[src/rtl/dd_pkg.sv]
package dd_pkg;

    typedef logic [3:0] digit_t;

    typedef struct packed {
        logic   cy;
        digit_t d;
    } digit_res_t;

    typedef enum logic [2:0] {
        ST_IDLE,
        ST_ACCUM,
        ST_NORM_R,
        ST_NORM_Q,
        ST_CORR
    } dd_state_e;

    function automatic digit_t nines_of(input digit_t a);
        return 4'd9 - a;
    endfunction

    function automatic digit_res_t bcd_inc_digit(input digit_t a, input logic cin);
        digit_res_t r;
        logic [4:0] t;
        t = {1'b0, a} + {4'b0, cin};
        if (t >= 5'd10) begin
            r.d  = digit_t'(t - 5'd10);
            r.cy = 1'b1;
        end else begin
            r.d  = t[3:0];
            r.cy = 1'b0;
        end
        return r;
    endfunction

    function automatic digit_res_t bcd_sub_digit(input digit_t a, input digit_t b, input logic bin);
        digit_res_t r;
        logic [4:0] t;
        t = {1'b0, a} + 5'd10 - {1'b0, b} - {4'b0, bin};
        if (t >= 5'd10) begin
            r.d  = digit_t'(t - 5'd10);
            r.cy = 1'b0;
        end else begin
            r.d  = t[3:0];
            r.cy = 1'b1;
        end
        return r;
    endfunction

endpackage

[src/rtl/dd_deficit.sv]
module dd_deficit
    import dd_pkg::*;
#(
    parameter int K = 2
) (
    input  logic [4*K-1:0] divisor,
    output logic [4*K-1:0] deficit
);
    digit_res_t stage [K];
    logic       cin   [K];
    logic       unused_top_carry;

    assign cin[0] = 1'b1;

    for (genvar i = 0; i < K; i++) begin : g_dig
        assign stage[i] = bcd_inc_digit(nines_of(divisor[4*i +: 4]), cin[i]);
        assign deficit[4*i +: 4] = stage[i].d;
        if (i < K - 1) begin : g_chain
            assign cin[i+1] = stage[i].cy;
        end
    end

    assign unused_top_carry = stage[K-1].cy;
endmodule

[src/rtl/dd_columns.sv]
module dd_columns #(
    parameter int P  = 6,
    parameter int K  = 2,
    parameter int CW = 28,
    parameter int IW = 3
) (
    input  logic            clk,
    input  logic            rst,
    input  logic            load,
    input  logic [4*P-1:0]  dividend,
    input  logic            step,
    input  logic [IW-1:0]   step_idx,
    input  logic [4*K-1:0]  deficit,
    input  logic [IW-1:0]   rd_idx,
    output logic [CW-1:0]   col_rd
);
    logic [CW-1:0] cols   [P];
    logic [CW-1:0] addend [P];
    logic [CW-1:0] src;

    always_comb begin
        src    = '0;
        col_rd = '0;
        for (int c = 0; c < P; c++) begin
            if (step_idx == IW'(c)) src    = cols[c];
            if (rd_idx   == IW'(c)) col_rd = cols[c];
        end
    end

    always_comb begin
        for (int c = 0; c < P; c++) begin
            addend[c] = '0;
            for (int j = 0; j < K; j++) begin
                if (int'(step_idx) + j + 1 == c)
                    addend[c] = src * CW'(deficit[4*(K-1-j) +: 4]);
            end
        end
    end

    always_ff @(posedge clk) begin
        if (rst) begin
            for (int c = 0; c < P; c++) cols[c] <= '0;
        end else if (load) begin
            for (int c = 0; c < P; c++) cols[c] <= CW'(dividend[4*(P-1-c) +: 4]);
        end else if (step) begin
            for (int c = 0; c < P; c++) cols[c] <= cols[c] + addend[c];
        end
    end
endmodule

[src/rtl/dd_settle.sv]
module dd_settle
    import dd_pkg::*;
#(
    parameter int P  = 6,
    parameter int K  = 2,
    parameter int CW = 28,
    parameter int IW = 3
) (
    input  logic            clk,
    input  logic            rst,
    input  logic            clear,
    input  logic            norm_en,
    input  logic            norm_sel,
    input  logic            norm_first,
    input  logic [IW-1:0]   norm_pos,
    input  logic [CW-1:0]   norm_val,
    input  logic            corr_en,
    input  logic [4*K-1:0]  divisor,
    output logic [4*P-1:0]  quot_bcd,
    output logic [4*K-1:0]  rem_bcd,
    output logic            rem_ge
);
    localparam int PADW = 4 * (P - K);

    digit_t        qd [P];
    digit_t        rd [P];
    logic [CW-1:0] carry_q;
    logic [CW-1:0] sum;
    digit_t        nd;
    logic [4*P-1:0] rd_flat;
    logic [4*P-1:0] div_ext;
    digit_res_t    sub_r [P];
    digit_res_t    inc_r [P];
    logic          bw    [P];
    logic          ic    [P];
    logic          unused_chain_out;

    assign sum     = norm_val + (norm_first ? '0 : carry_q);
    assign nd      = digit_t'(sum % CW'(10));
    assign div_ext = {{PADW{1'b0}}, divisor};
    assign bw[0]   = 1'b0;
    assign ic[0]   = 1'b1;

    for (genvar i = 0; i < P; i++) begin : g_dig
        assign rd_flat[4*i +: 4]  = rd[i];
        assign quot_bcd[4*i +: 4] = qd[i];
        assign sub_r[i] = bcd_sub_digit(rd[i], div_ext[4*i +: 4], bw[i]);
        assign inc_r[i] = bcd_inc_digit(qd[i], ic[i]);
        if (i < P - 1) begin : g_chain
            assign bw[i+1] = sub_r[i].cy;
            assign ic[i+1] = inc_r[i].cy;
        end
    end

    assign unused_chain_out = sub_r[P-1].cy ^ inc_r[P-1].cy;
    assign rem_ge  = rd_flat >= div_ext;
    assign rem_bcd = rd_flat[4*K-1:0];

    always_ff @(posedge clk) begin
        if (rst || clear) begin
            carry_q <= '0;
            for (int i = 0; i < P; i++) begin
                qd[i] <= '0;
                rd[i] <= '0;
            end
        end else if (norm_en) begin
            carry_q <= sum / CW'(10);
            for (int i = 0; i < P; i++) begin
                if (norm_pos == IW'(i)) begin
                    if (norm_sel) qd[i] <= nd;
                    else          rd[i] <= nd;
                end
            end
        end else if (corr_en && rem_ge) begin
            for (int i = 0; i < P; i++) begin
                rd[i] <= sub_r[i].d;
                qd[i] <= inc_r[i].d;
            end
        end
    end
endmodule

[src/rtl/deficit_divider.sv]
module deficit_divider
    import dd_pkg::*;
#(
    parameter int P = 6,
    parameter int K = 2
) (
    input  logic            clk,
    input  logic            rst,
    input  logic            start,
    input  logic [4*P-1:0]  dividend,
    input  logic [4*K-1:0]  divisor,
    output logic [4*P-1:0]  quotient,
    output logic [4*K-1:0]  remainder,
    output logic            done,
    output logic            div_err
);
    localparam int Q  = P - K;
    localparam int CW = 4 * P + 4;
    localparam int IW = $clog2(P + 1);

    dd_state_e      state;
    logic [IW-1:0]  cnt;
    logic [4*K-1:0] div_q;
    logic [4*K-1:0] deficit;
    logic           busy;
    logic           load;
    logic [IW-1:0]  rd_idx;
    logic [CW-1:0]  col_rd;
    logic [CW-1:0]  norm_val;
    logic           col_ok;
    logic [4*P-1:0] qd_bcd;
    logic [4*K-1:0] rd_bcd;
    logic           rem_ge;

    assign busy = (state != ST_IDLE);
    assign load = (state == ST_IDLE) && start && (divisor != '0);

    always_comb begin
        rd_idx = '0;
        col_ok = 1'b0;
        if (state == ST_NORM_R) begin
            rd_idx = IW'(P - 1) - cnt;
            col_ok = (cnt < IW'(K));
        end else if (state == ST_NORM_Q) begin
            rd_idx = IW'(Q - 1) - cnt;
            col_ok = (cnt < IW'(Q));
        end
    end
    assign norm_val = col_ok ? col_rd : '0;

    dd_deficit #(.K(K)) u_deficit (
        .divisor (div_q),
        .deficit (deficit)
    );

    dd_columns #(.P(P), .K(K), .CW(CW), .IW(IW)) u_columns (
        .clk      (clk),
        .rst      (rst),
        .load     (load),
        .dividend (dividend),
        .step     (state == ST_ACCUM),
        .step_idx (cnt),
        .deficit  (deficit),
        .rd_idx   (rd_idx),
        .col_rd   (col_rd)
    );

    dd_settle #(.P(P), .K(K), .CW(CW), .IW(IW)) u_settle (
        .clk        (clk),
        .rst        (rst),
        .clear      (load),
        .norm_en    ((state == ST_NORM_R) || (state == ST_NORM_Q)),
        .norm_sel   (state == ST_NORM_Q),
        .norm_first (cnt == '0),
        .norm_pos   (cnt),
        .norm_val   (norm_val),
        .corr_en    (state == ST_CORR),
        .divisor    (div_q),
        .quot_bcd   (qd_bcd),
        .rem_bcd    (rd_bcd),
        .rem_ge     (rem_ge)
    );

    always_ff @(posedge clk) begin
        if (rst) begin
            state     <= ST_IDLE;
            cnt       <= '0;
            div_q     <= '0;
            quotient  <= '0;
            remainder <= '0;
            done      <= 1'b0;
            div_err   <= 1'b0;
        end else begin
            done <= 1'b0;
            case (state)
                ST_IDLE: begin
                    if (start) begin
                        if (divisor == '0) begin
                            done      <= 1'b1;
                            div_err   <= 1'b1;
                            quotient  <= '0;
                            remainder <= '0;
                        end else begin
                            div_q <= divisor;
                            cnt   <= '0;
                            state <= ST_ACCUM;
                        end
                    end
                end
                ST_ACCUM: begin
                    if (cnt == IW'(Q - 1)) begin
                        cnt   <= '0;
                        state <= ST_NORM_R;
                    end else begin
                        cnt <= cnt + 1'b1;
                    end
                end
                ST_NORM_R: begin
                    if (cnt == IW'(P - 1)) begin
                        cnt   <= '0;
                        state <= ST_NORM_Q;
                    end else begin
                        cnt <= cnt + 1'b1;
                    end
                end
                ST_NORM_Q: begin
                    if (cnt == IW'(P - 1)) begin
                        cnt   <= '0;
                        state <= ST_CORR;
                    end else begin
                        cnt <= cnt + 1'b1;
                    end
                end
                ST_CORR: begin
                    if (!rem_ge) begin
                        done      <= 1'b1;
                        div_err   <= 1'b0;
                        quotient  <= qd_bcd;
                        remainder <= rd_bcd;
                        state     <= ST_IDLE;
                    end
                end
                default: state <= ST_IDLE;
            endcase
        end
    end
endmodule

[config.mk]
export PLATFORM = sky130hd
export DESIGN_NAME = deficit_divider
export DESIGN_NICKNAME = d
export VERILOG_FILES = /design/src/rtl/dd_pkg.sv /design/src/rtl/dd_deficit.sv /design/src/rtl/dd_columns.sv /design/src/rtl/dd_settle.sv /design/src/rtl/deficit_divider.sv
export SDC_FILE = /design/constraint.sdc
export NUM_CORES = 2
export LEC_CHECK = 0
export ABC_AREA = 1
export BUFFER_PORTS_ARGS = -buffer_cell sky130_fd_sc_hd__buf_2
export CAP_MARGIN = 20
export CORE_ASPECT_RATIO = 1.75
export CORE_MARGIN = 5
export CORE_UTILIZATION = 55
export DETAILED_ROUTE_END_ITERATION = 10
export HOLD_SLACK_MARGIN = 0.06
export PLACE_DENSITY_LB_ADDON = 0.15
export SLEW_MARGIN = 20
export SYNTH_ARGS = -nofsm -noshare
export SYNTH_HDL_FRONTEND = slang
export SYNTH_SLANG_ARGS = --single-unit
[constraint.sdc]
create_clock -name clk -period 14.8 [get_ports clk]
set_input_delay 0.74 -clock clk [delete_from_list [all_inputs] [get_ports clk]]
set_output_delay 0.74 -clock clk [all_outputs]
set_load 0.02 [all_outputs]
Word-level counts from Yosys, hierarchy flattened:

Memories as Yosys holds them, arrays and structs flattened.
Index checks and enable logic that the tools add are counted.
W data, S select, Z words.

* input port bits: 35
* bits in writable memories: 216
* output and inout port bits: 34
* memories: 3
* logic and storage cells: 341
* flip-flop bits (word level): 76

Memory list
* u_columns.cols: words 6, width 28, rd ports 6, clocked after memory_dff 0, write ports 6, RTL line dd_columns.sv:17 `logic [CW-1:0] cols [P];`
* u_settle.qd: words 6, width 4, rd ports 6, clocked after memory_dff 0, write ports 6, RTL line dd_settle.sv:25 `digit_t qd [P];`
* u_settle.rd: words 6, width 4, rd ports 6, clocked after memory_dff 0, write ports 6, RTL line dd_settle.sv:26 `digit_t rd [P];`

* reductions and logical operators: 19
* divide/modulo/power cells: 2
* equal/unequal tests: 31
* add/subtract/negate cells: 49
* multiply operators: 2
* bitwise gates (word level): 37
* order comparisons: 17
* multiplexer cells: 173

Operators by type and width (count)
* $mux W28: 38
* $add A28 B28 Y28: 7
* $eq A32 B3 Y1 const B: 4
* $eq A32 B4 Y1 const B: 4
* $mux W4: 27
* $mux W1: 73
* $mux W24: 3
* $ge A5 B4 Y1 const B: 14
* $eq A32 B2 Y1 const B: 2
* $logic_not A32 Y1: 2
* $mul A28 B4 Y28: 2
* $sub A4 B4 Y4 const B: 14
* $mux W5: 11
* $pmux W24 S2: 1
* $mux W3: 12
* $or A1 B1 Y1: 36
* $add A32 B2 Y32 const B: 1
* $add A4 B1 Y5: 6
* $add A4 B4 Y5 const B: 6
* $div A28 B4 Y28 const B: 1
* $mod A28 B4 Y28 const B: 1
* $sub A5 B1 Y5: 5
* $ge A24 B8 Y1: 1
* $mux W8: 3
* other kinds (30): 56

Depth between registers and ports, before layout:

An unclocked memory read counts as a cell.

* depth in word-level cells: 21
* depth in mapped cells: 143

By module:

A second synthesis with hierarchy kept.

* cells, all modules: 5322
* area, all modules: 36044.6 um2

By module, submodules not included
* dd_columns: instances 1, area each 23590.1 um2, cells each 3348
* dd_settle: instances 1, area each 9481.6 um2, cells each 1489
* deficit_divider: instances 1, area each 2464.9 um2, cells each 392
* dd_deficit: instances 1, area each 508.0 um2, cells each 93

Worst setup path before layout:

No wires, ideal clock.

* kind: register to register
* from: register cnt[1]
* to: memory u_settle.qd[0][19] (netlist name), data pin
* buffers on the path: 3
* library setup time: 258 ps
* data required time: 14542 ps
* stages on the path, launching flop included: 127
* data arrival time: 11897 ps
* slack: 2645 ps
* cells stage by stage: dfxtp_1 clkbuf_2 inv_1 ha_1 inv_1 nand3_2 nand2_4 nand3_4 dlygate4sd3_1 o21ai_0 a31oi_1 ha_1 fa_1 nand3_1 nand2_1 nand3_1 nand2_1 nand2_1 [91 not listed] nand3_2 nand2_1 nand3_2 nand2_2 nand2_2 nand3_2 nand2_2 nand2_2 nand2_2 and2_1 ha_1 nand3_1 nand2_1 nand2_1 nand2_1 nand2_2 buf_6 o21ai_1

RTL lines
* start, declared: RTL line deficit_divider.sv:22 `logic [IW-1:0] cnt;`
* start signal, assigned: RTL line deficit_divider.sv:115 `cnt <= cnt + 1'b1;`
* start signal, assigned: RTL line deficit_divider.sv:123 `cnt <= cnt + 1'b1;`
* start signal, assigned: RTL line deficit_divider.sv:131 `cnt <= cnt + 1'b1;`
* end, declared: RTL line dd_settle.sv:25

==> run metrics <==
Seq cells post-synth=289; dominant synthesized flop cell=edfxtp_1; Reg area=0.007955 mm^2; top cells by area, synth=edfxtp_1, ha_1, nand2_1; clock latency on the worst-skew pair=0.64 ns; DRC violations left=0; Setup crit end kind=register; register area share after synthesis=0.2403; core box area=0.05985 mm^2; All-Layer GR Usage=0.2965; area of the multi-input gates=0.02200 mm^2; clock slew at reported path FFs=0.07 ns; CTS max path bufs=3; Final Hold Viols=0; relative slew slack=0.2352; most used cell along the critical path=nand2_2; full die area=0.06533 mm^2; Fillers=5780; WP data arrival=13.85 ns; Hold Slack=0.3460 ns; crit path launch type=register; I/O Pins=69; Critical Path Fanout Max=7; vias in the first global route=31.62k; Placed Instances=5291; Synth cell types=72; H-tree depth=1; CTS Buf Count=31; worst min path class=input pin to register; slowest stage cell, crit path=dfxtp_4; largest net degree at the start of global routing=74; P&R area growth vs syn=8.050%; GRT overflow=0; most common cell after layout, fill and taps aside=nand2_1; initial antenna violation count=1; clock sink total=289; via count=32.04k; Mapped Avg Cell Area=7.300 um^2; GP Congestion=0.9927; final setup skew=0.01930 ns; fin nets=5046; Synthesized Nets=5012; first-pass detailed-route iteration total=6; CP bufs+invs=17; Top Family by Delay on Critical Path=simple AND/OR/NAND/NOR gates; Final setup viols=0; most frequent cells in the layout=nand2_1, inv_1, a21oi_1; first-pass GRT wire length=158700 um; final worst slack=1.318 ns; CTS hold repair buffers=0; worst slack at placement=0.4042 ns; Yosys top cell area share=0.1961; pins over their slew limit=0; Post-DRT Antenna Nets=0; Chip Width=195.4 um; Starting Density=0.5526; CP required=15.17 ns; final non-filler cell total=5377; Mapped Area=0.03307 mm^2; critical path class=register to register; MaxCap Viol Count=0; share of cells above drive strength 1=0.1026; minimum clock period=13.48 ns; CTS tree=built; drt total wl=101400 um; Std-Cell Rows=119; CTS root buf=clkbuf_16; status=finished clean; Post-synth ARST share=0; number of synthesized flops with an enable pin=216; Yosys warning total=0; Mapped Cells=4531; number of port buffers=68; Vias/cell=5.959; Least-Margin Pin Slew=1.147 ns; drt first-iter violations=2325; Yosys top cell by area=edfxtp_1; period utilization=0.9109; delay of the slowest critical-path stage=0.40 ns; routed len/inst=18.85 um; DP Wirelength=78510 um; Max Freq=0.07417 GHz; die height=334.4 um
[tightest hold or removal path, delay by kind of cell]
family	cells	cell delay, ns
AO/OA/AOI/OAI	1	0.06
buffers and inverters	1	0.09
AND/OR/NAND/NOR	1	0.06
[Yosys cell counts (all sizes together) (19+ instances only)]
cell	instances
nand4	24
xor2	76
dfxtp	73
a31oi	52
clkbuf	125
edfxtp	216
inv	689
xnor2	55
nand3	309
fa	110
ha	336
o21ai	281
nor3	51
o22ai	177
a211oi	37
nand2	968
o211ai	46
nor2	325
buf	19
a21oi	375
o21a	54
[routing by layer]
metal / up-vias / GRT usage / share of wire
met5: - / 0 / 0.00013
met4: 2 / 0.1644 / 0.064
met3: 372 / 0.02875 / 0.054
met2: 1152 / 0.5563 / 0.52
met1: 15090 / 0.3241 / 0.37
li1: 15430 / - / -
[layout make-up]
cell class	instances	share of cell area
clock inverter	10	0.001821
inverter	702	0.07594
multi-input combinational	3393	0.6157
clock buffer	48	0.02850
tap	786	0.02752
antenna	1	0.00007002
sequential	289	0.2226
timing repair buffer	148	0.02780
[stage by stage]
step	setup TNS [ns]	utilization	cell area, um^2
after floorplan	0	-	33070
after global placement	0	0.5706	34150
after detailed placement	0	0.5706	34150
after CTS	0	0.5887	35240
after global routing	-0.3512	0.5970	35730
final	0	0.5971	35740
[registers in the layout, summed over array words and instances, names as in the netlist]
register,cells
quotient,24
done,1
cnt,3
state,3
u_columns.cols,168
u_settle.qd,24
div_err,1
u_settle.rd,24
u_settle.carry_q,25
div_q,8
remainder,8
[final timing paths]
path,startpoint,to,slack [ns],depth (start not counted)
setup / recovery,cnt[1]$_SDFFE_PP0P_,u_settle.rd[0][3]$_SDFFCE_PN0P_,1.32,125
hold / removal,divisor[1],div_q[1]$_SDFFE_PP0P_,0.35,3
setup reg to reg,cnt[1]$_SDFFE_PP0P_,u_settle.rd[0][3]$_SDFFCE_PN0P_,1.32,125
hold reg to reg,quotient[12]$_SDFFE_PP0P_,quotient[12]$_SDFFE_PP0P_,0.46,2
[logic make-up after synthesis]
kind of cell	count (synthesis)	synth area share
AO/OA/AOI/OAI	1105	0.1977
AND/OR/NAND/NOR	1705	0.2291
XOR/XNOR	131	0.03492
buffers and inverters	851	0.1032
adder cells (fa/ha/maj)	446	0.1937
multiplexers	4	0.001211
flip-flops	289	0.2403
[what timing repair did]
item	4_1_cts	5_1_grt
gates resized for setup	0	57
endpoints found under the hold margin	0	0
buffers inserted	0	24
endpoints found under the setup margin	0	38
Power is not shown: default switching activity piles up to over one toggle a cycle in this logic, so the estimate is an artifact.
